## src/rtl/xpt_pkg.sv

```systemverilog
package xpt_pkg;
  typedef enum logic [1:0] {
    LD_IDLE  = 2'd0,
    LD_ARM   = 2'd1,
    LD_RECV  = 2'd2,
    LD_CLOSE = 2'd3
  } ld_state_e;
endpackage

```

## src/rtl/xpt_pin_sync.sv

```systemverilog
module xpt_pin_sync #(
  parameter int          W         = 4,
  parameter logic [W-1:0] RESET_VAL = '0
) (
  input  logic         clk,
  input  logic         rst_n,
  input  logic [W-1:0] pin_i,
  output logic [W-1:0] level_o,
  output logic [W-1:0] rise_o,
  output logic [W-1:0] fall_o
);
  logic [W-1:0] meta_q, sync_q, prev_q;

  always_ff @(posedge clk or negedge rst_n) begin
    if (!rst_n) begin
      meta_q <= RESET_VAL;
      sync_q <= RESET_VAL;
      prev_q <= RESET_VAL;
    end else begin
      meta_q <= pin_i;
      sync_q <= meta_q;
      prev_q <= sync_q;
    end
  end

  for (genvar i = 0; i < W; i++) begin : g_edge
    assign rise_o[i] =  sync_q[i] & ~prev_q[i];
    assign fall_o[i] = ~sync_q[i] &  prev_q[i];
  end

  assign level_o = sync_q;
endmodule

```

## src/rtl/xpt_frame_ctl.sv

```systemverilog
module xpt_frame_ctl
  import xpt_pkg::*;
#(
  parameter int CNT_W = 8
) (
  input  logic             clk,
  input  logic             rst_n,
  input  logic             cs_n_s,
  input  logic             sck_rise,
  input  logic             sck_fall,
  output logic             shift_stb_o,
  output logic             close_stb_o,
  output logic [CNT_W-1:0] bit_cnt_o
);
  localparam logic [CNT_W-1:0] CNT_MAX = '1;

  ld_state_e        state_q, state_d;
  logic [CNT_W-1:0] cnt_q, cnt_d;
  logic             cnt_en;

  always_comb begin
    state_d     = state_q;
    cnt_d       = cnt_q;
    cnt_en      = 1'b0;
    shift_stb_o = 1'b0;
    close_stb_o = 1'b0;
    case (state_q)
      LD_IDLE: begin
        if (!cs_n_s) state_d = LD_ARM;
      end
      LD_ARM: begin
        if (cs_n_s) begin
          state_d = LD_IDLE;
        end else if (sck_rise) begin
          state_d = LD_RECV;
          cnt_d   = '0;
          cnt_en  = 1'b1;
        end
      end
      LD_RECV: begin
        if (cs_n_s) begin
          state_d = LD_CLOSE;
        end else if (sck_fall) begin
          shift_stb_o = 1'b1;
          if (cnt_q != CNT_MAX) begin
            cnt_d  = cnt_q + 1'b1;
            cnt_en = 1'b1;
          end
        end
      end
      LD_CLOSE: begin
        if (!cs_n_s) begin
          state_d = LD_ARM;
        end else if (sck_rise) begin
          close_stb_o = 1'b1;
          state_d     = LD_IDLE;
        end
      end
      default: state_d = LD_IDLE;
    endcase
  end

  always_ff @(posedge clk or negedge rst_n) begin
    if (!rst_n) begin
      state_q <= LD_IDLE;
      cnt_q   <= '0;
    end else begin
      state_q <= state_d;
      if (cnt_en) cnt_q <= cnt_d;
    end
  end

  assign bit_cnt_o = cnt_q;

  // a frame can only close after chip select was seen high
  assert_close_after_cs_high_R8: assert property (@(posedge clk) disable iff (!rst_n)
    close_stb_o |-> $past(cs_n_s));

  // the bit count never goes backwards within one frame
  assert_count_monotonic_R7: assert property (@(posedge clk) disable iff (!rst_n)
    (state_q == LD_RECV && $past(state_q) == LD_RECV) |-> (cnt_q >= $past(cnt_q)));
endmodule

```

## src/rtl/xpt_load_chain.sv

```systemverilog
module xpt_load_chain #(
  parameter int W = 40
) (
  input  logic         clk,
  input  logic         rst_n,
  input  logic         shift_stb,
  input  logic         din,
  output logic [W-1:0] chain_o
);
  logic [W-1:0] chain_q, chain_d;

  always_comb begin
    chain_d = {din, chain_q[W-1:1]};
  end

  always_ff @(posedge clk or negedge rst_n) begin
    if (!rst_n)         chain_q <= '0;
    else if (shift_stb) chain_q <= chain_d;
  end

  assign chain_o = chain_q;
endmodule

```

## src/rtl/xpt_stage_bank.sv

```systemverilog
module xpt_stage_bank #(
  parameter int NUM_OUT = 8,
  parameter int IN_AW   = 4,
  parameter int OUT_AW  = 3,
  parameter int CNT_W   = 8
) (
  input  logic                         clk,
  input  logic                         rst_n,
  input  logic                         close_stb,
  input  logic                         mode_s,
  input  logic [CNT_W-1:0]             bit_cnt,
  input  logic [NUM_OUT*(IN_AW+1)-1:0] chain,
  output logic [NUM_OUT*(IN_AW+1)-1:0] cfg_o,
  output logic [NUM_OUT-1:0]           mask_o,
  output logic                         valid_o
);
  localparam int FIELD_W    = IN_AW + 1;
  localparam int FRAME_BITS = NUM_OUT * FIELD_W;
  localparam int WORD_BITS  = OUT_AW + FIELD_W;
  localparam logic [FIELD_W-1:0] FIELD_RST = {1'b1, {IN_AW{1'b0}}};

  logic [FRAME_BITS-1:0] cfg_q, cfg_d;
  logic [NUM_OUT-1:0]    mask_q, mask_d;
  logic                  valid_q, valid_d;
  logic                  full_ok, word_ok;
  logic [WORD_BITS-1:0]  word;
  logic [OUT_AW-1:0]     word_out;
  logic [FIELD_W-1:0]    word_field;

  assign full_ok    = close_stb & ~mode_s & (bit_cnt >= CNT_W'(FRAME_BITS));
  assign word_ok    = close_stb &  mode_s & (bit_cnt == CNT_W'(WORD_BITS));
  assign word       = chain[FRAME_BITS-1 -: WORD_BITS];
  assign word_out   = word[OUT_AW-1:0];
  assign word_field = word[WORD_BITS-1:OUT_AW];

  for (genvar k = 0; k < NUM_OUT; k++) begin : g_out
    always_comb begin
      mask_d[k] = full_ok | (word_ok & (word_out == OUT_AW'(k)));
      if (full_ok)
        cfg_d[k*FIELD_W +: FIELD_W] = chain[k*FIELD_W +: FIELD_W];
      else if (mask_d[k])
        cfg_d[k*FIELD_W +: FIELD_W] = word_field;
      else
        cfg_d[k*FIELD_W +: FIELD_W] = cfg_q[k*FIELD_W +: FIELD_W];
    end
  end

  assign valid_d = |mask_d;

  always_ff @(posedge clk or negedge rst_n) begin
    if (!rst_n) begin
      cfg_q   <= {NUM_OUT{FIELD_RST}};
      mask_q  <= '0;
      valid_q <= 1'b0;
    end else begin
      valid_q <= valid_d;
      if (valid_d) begin
        cfg_q  <= cfg_d;
        mask_q <= mask_d;
      end
    end
  end

  assign cfg_o   = cfg_q;
  assign mask_o  = mask_q;
  assign valid_o = valid_q;

  // an accepted frame touches either every output or exactly one
  assert_mask_shape_R4: assert property (@(posedge clk) disable iff (!rst_n)
    valid_q |-> ((&mask_q) || ($countones(mask_q) == 1)));

  // the valid strobe lasts a single system clock
  assert_valid_single_R8: assert property (@(posedge clk) disable iff (!rst_n)
    valid_q |=> !valid_q);

  // settings change only together with the valid strobe
  assert_cfg_hold_R5: assert property (@(posedge clk) disable iff (!rst_n)
    !valid_q |-> $stable(cfg_q));
endmodule

```

## src/rtl/xpt_serial_loader.sv

```systemverilog
module xpt_serial_loader #(
  parameter int NUM_OUT = 8,
  parameter int IN_AW   = 4,
  parameter int OUT_AW  = 3
) (
  input  logic                         clk,
  input  logic                         rst_n,
  input  logic                         sck_i,
  input  logic                         cs_n_i,
  input  logic                         sdi_i,
  input  logic                         mode_i,
  output logic                         sdo_o,
  output logic [NUM_OUT*(IN_AW+1)-1:0] cfg_o,
  output logic [NUM_OUT-1:0]           cfg_mask_o,
  output logic                         cfg_valid_o
);
  localparam int FRAME_BITS = NUM_OUT * (IN_AW + 1);
  localparam int CNT_W      = $clog2(2 * FRAME_BITS) + 1;
  localparam int P_SCK  = 0;
  localparam int P_CSN  = 1;
  localparam int P_SDI  = 2;
  localparam int P_MODE = 3;

  logic       rst_meta_q, rst_sync_q;
  logic [3:0] pins, lvl, rise, fall;
  logic       shift_stb, close_stb;
  logic [CNT_W-1:0]      bit_cnt;
  logic [FRAME_BITS-1:0] chain;

  always_ff @(posedge clk or negedge rst_n) begin
    if (!rst_n) begin
      rst_meta_q <= 1'b0;
      rst_sync_q <= 1'b0;
    end else begin
      rst_meta_q <= 1'b1;
      rst_sync_q <= rst_meta_q;
    end
  end

  assign pins = {mode_i, sdi_i, cs_n_i, sck_i};

  xpt_pin_sync #(.W(4), .RESET_VAL(4'b0010)) u_sync (
    .clk     (clk),
    .rst_n   (rst_sync_q),
    .pin_i   (pins),
    .level_o (lvl),
    .rise_o  (rise),
    .fall_o  (fall)
  );

  xpt_frame_ctl #(.CNT_W(CNT_W)) u_ctl (
    .clk         (clk),
    .rst_n       (rst_sync_q),
    .cs_n_s      (lvl[P_CSN]),
    .sck_rise    (rise[P_SCK]),
    .sck_fall    (fall[P_SCK]),
    .shift_stb_o (shift_stb),
    .close_stb_o (close_stb),
    .bit_cnt_o   (bit_cnt)
  );

  xpt_load_chain #(.W(FRAME_BITS)) u_chain (
    .clk       (clk),
    .rst_n     (rst_sync_q),
    .shift_stb (shift_stb),
    .din       (lvl[P_SDI]),
    .chain_o   (chain)
  );

  xpt_stage_bank #(
    .NUM_OUT (NUM_OUT),
    .IN_AW   (IN_AW),
    .OUT_AW  (OUT_AW),
    .CNT_W   (CNT_W)
  ) u_bank (
    .clk       (clk),
    .rst_n     (rst_sync_q),
    .close_stb (close_stb),
    .mode_s    (lvl[P_MODE]),
    .bit_cnt   (bit_cnt),
    .chain     (chain),
    .cfg_o     (cfg_o),
    .mask_o    (cfg_mask_o),
    .valid_o   (cfg_valid_o)
  );

  assign sdo_o = chain[0];

  // with chip select held high the chain output does not move
  assert_cs_high_frozen_R2: assert property (@(posedge clk) disable iff (!rst_sync_q)
    (lvl[P_CSN] && $past(lvl[P_CSN])) |=> $stable(sdo_o));

  // the chain output moves only after a captured falling edge
  assert_sdo_moves_on_fall_R9: assert property (@(posedge clk) disable iff (!rst_sync_q)
    !$past(fall[P_SCK]) |-> $stable(sdo_o));
endmodule

```

## config.mk

```make
export PLATFORM = sky130hd
export DESIGN_NAME = xpt_serial_loader
export DESIGN_NICKNAME = d
export VERILOG_FILES = /design/src/rtl/xpt_pkg.sv /design/src/rtl/xpt_pin_sync.sv /design/src/rtl/xpt_frame_ctl.sv /design/src/rtl/xpt_load_chain.sv /design/src/rtl/xpt_stage_bank.sv /design/src/rtl/xpt_serial_loader.sv
export SDC_FILE = /design/constraint.sdc
export NUM_CORES = 1
export LEC_CHECK = 0
export ABC_AREA = 1
export CAP_MARGIN = 20
export CORE_MARGIN = 2
export CORE_UTILIZATION = 51
export CTS_BUF_LIST = sky130_fd_sc_hd__clkbuf_8 sky130_fd_sc_hd__clkbuf_16
export CTS_CLUSTER_SIZE = 24
export DETAILED_ROUTE_END_ITERATION = 7
export PLACE_DENSITY = 0.76
export SLEW_MARGIN = 0
export SYNTH_ARGS = -nofsm -noshare
export SYNTH_HDL_FRONTEND = slang
export SYNTH_HIERARCHICAL = 1
export SYNTH_SLANG_ARGS = --single-unit
```

## constraint.sdc

```tcl
create_clock -name clk -period 3.45 [get_ports clk]
set_input_delay 0.5175 -clock clk [delete_from_list [all_inputs] [get_ports clk]]
set_output_delay 0.5175 -clock clk [all_outputs]
set_load 0.1 [all_outputs]
```

==> flow_metrics.py <==
metrics = {
    "run_status": {
        "status": "complete, no violations",
    },
    "timing": {
        "report.final.hold_viol_count": 0,
        "timing.hold.ws_ns": 0.297,
        "grt_setup_unrepaired": "no",
        "setup_viol": 0,
        "fmaxAchievable_ghz": 0.390,
        "skew_ns": 0.0139,
        "period_minus_slack_ns": 2.57,
        "max-slew-margin-rel": 0.343,
        "period_share": 0.744,
        "tns_ns": 0,
        "tightest_slew_ns": 0.982,
        "finalMaxSlewViolations": 0,
    },
    "global_routing": {
        "overflow": 0,
        "grt_pass1_wl_microns": 19400,
        "gr-usage-all-layers": 0.213,
        "grtUsageMet3": 0.0294,
        "grt_pass1_vias": 4014,
        "grt_busiest_layer": "met2",
        "grt_use_met2": 0.335,
        "grt_max_degree": 44,
        "grt_antenna_before_repair": 0,
        "grt_util_met1": 0.310,
    },
    "placed_design": {
        "dpl.hpwl_microns": 7670,
        "port_buffers": 55,
        "gp_congestion": 0.883,
    },
    "clock_network": {
        "path_clk_slew_ns": 0.11,
        "postCtsSetupRepairBufs": 0,
        "cts.sinks": 110,
        "ctsHoldBuffers": 0,
        "htreeDepth": 3,
        "cts-root-buf": "clkbuf_8",
        "cts_tree": "yes",
        "clockBufferDepth": 2,
        "numCtsBuffers": 9,
        "ctsResizeCount": 0,
        "insertion_delay_ns": 0.37,
    },
    "cells_and_area": {
        "finalNetCount": 676,
        "area_growth_pct": 14.2,
        "mostFrequentLayoutCells": "nand2_1, dfrtp_1, nand3_1, clkdlybuf4s50_1, nor2_1",
        "antenna_cells": 0,
        "layout_commonest_cell": "nand2_1",
        "drive_gt1_frac": 0.123,
    },
    "power_and_ir_drop": {
        "swShare": 0.295,
        "p_clk_frac": 0.297,
        "leakage_nw": 3.17,
        "p_int_w": 0.00168,
        "power.switching_w": 0.000703,
        "combPwrFrac": 0.130,
        "power.density_nw_per_um2": 393,
        "pwr-share-seq": 0.573,
        "ir_drop_uv": 264,
    },
    "floorplanning": {
        "io_pins": 56,
        "die_area_sq_um": 11200,
        "rows": 37,
        "start_util": 0.519,
        "die_h_microns": 106,
        "die_x_microns": 106,
        "core-area_sq_um": 10200,
    },
    "route": {
        "via_per_inst": 5.23,
        "drt-total-wl_microns": 11200,
        "first_iter_violations": 239,
        "vias": 4212,
        "drt_pre_antenna_iters": 4,
        "antenna_left": 0,
        "detail_route.wl_per_cell_microns": 13.9,
        "drc": 0,
    },
    "worst_setup_path": {
        "path_delay_family": "buffers and inverters",
        "crit_chain": "clkdlybuf4s50_1",
        "required_ns": 2.93,
        "crit_buf_inv": 1,
        "r2r-start": "u_ctl/bit_cnt_o[3]",
        "end_kind": "output pin",
        "critPathLaunch": "u_bank/cfg_o[19]",
        "critical_path_class": "reg2out",
        "critical-path-slowest-cell": "clkdlybuf4s50_1",
        "cpPeakStageDelay_ns": 1.14,
        "worstPathArrival_ns": 2.05,
        "rrSetupSlack_ns": 0.94,
        "start_kind": "register",
        "crit_fanout": 2,
    },
    "flow_run": {
        "drv_cap": 0,
    },
    "synth": {
        "postSynthCellCount": 614,
        "synth_area_sq_um": 5310,
        "syn_nets": 626,
        "postSynthAreaPerCell_sq_um": 8.64,
        "yosysWarningCount": 6,
    },
    "worst_hold_path": {
        "hold_class": "in2async",
    },
}
==> layer usage <==
layer	routed length [microns]	up-vias
li1	-	2050
met1	5230	2024
met2	5290	122
met3	513	16
met4	156	0
met5	0	-
==> power groups by stage <==
stage | registers [W] | logic, W | clock network, W
6_report | 0.00136 | 0.000311 | 0.000707
5_1_grt | 0.00137 | 0.000346 | 0.000786
4_1_cts | 0.00137 | 0.000312 | 0.000727
3_5_place_dp | 0.00139 | 0.000311 | 0
3_3_place_gp | 0.00139 | 0.000298 | 0
2_1_floorplan | 0.00139 | 0.000235 | 0
==> registers in the layout, indices dropped and copies added, names as in the netlist, named ones only <==
register,flops
u_sync/prev_q,1
rst_sync_q,1
u_bank/valid_o,1
u_sync/level_o,4
u_sync/meta_q,4
rst_meta_q,1
u_chain/chain_o,40
u_ctl/bit_cnt_o,8
u_bank/mask_o,8
u_bank/cfg_o,40
u_ctl/state_q,1
==> through the flow <==
stage	cells	utilization	total power (W)	instance area [sq um]	setup slack (ns)
2_1_floorplan	614	-	0.00162	5310	0.176
3_3_place_gp	789	0.575	0.00169	5880	1.06
3_5_place_dp	789	0.575	0.00170	5880	0.966
4_1_cts	805	0.592	0.00240	6060	0.870
5_1_grt	805	0.592	0.00251	6060	0.737
6_report	805	0.592	0.00238	6060	0.884
==> path summary, 6_finish.rpt <==
path	end	depth (start not counted)
max in group asynchronous	u_bank/cfg_o[39]	1
worst min register to register	asynchronous set/reset pin	0
worst max register to register	u_bank/cfg_o[23]	7
min in group clk	u_sync/level_o[3]	0
worst min-delay path	rst_sync_q	1
worst max-delay path	cfg_o[19]	1
==> cell type report <==
type	instances	area, sq um
Clock buffer	9	124
Clock inverter	7	53.8
Fill cell	874	4170
Inverter	19	78.8
Multi-Input combinational cell	464	2270
Sequential cell	110	2770
Tap cell	136	170
Timing Repair Buffer	60	588
Note: power is estimated with default switching activity, not from simulation.
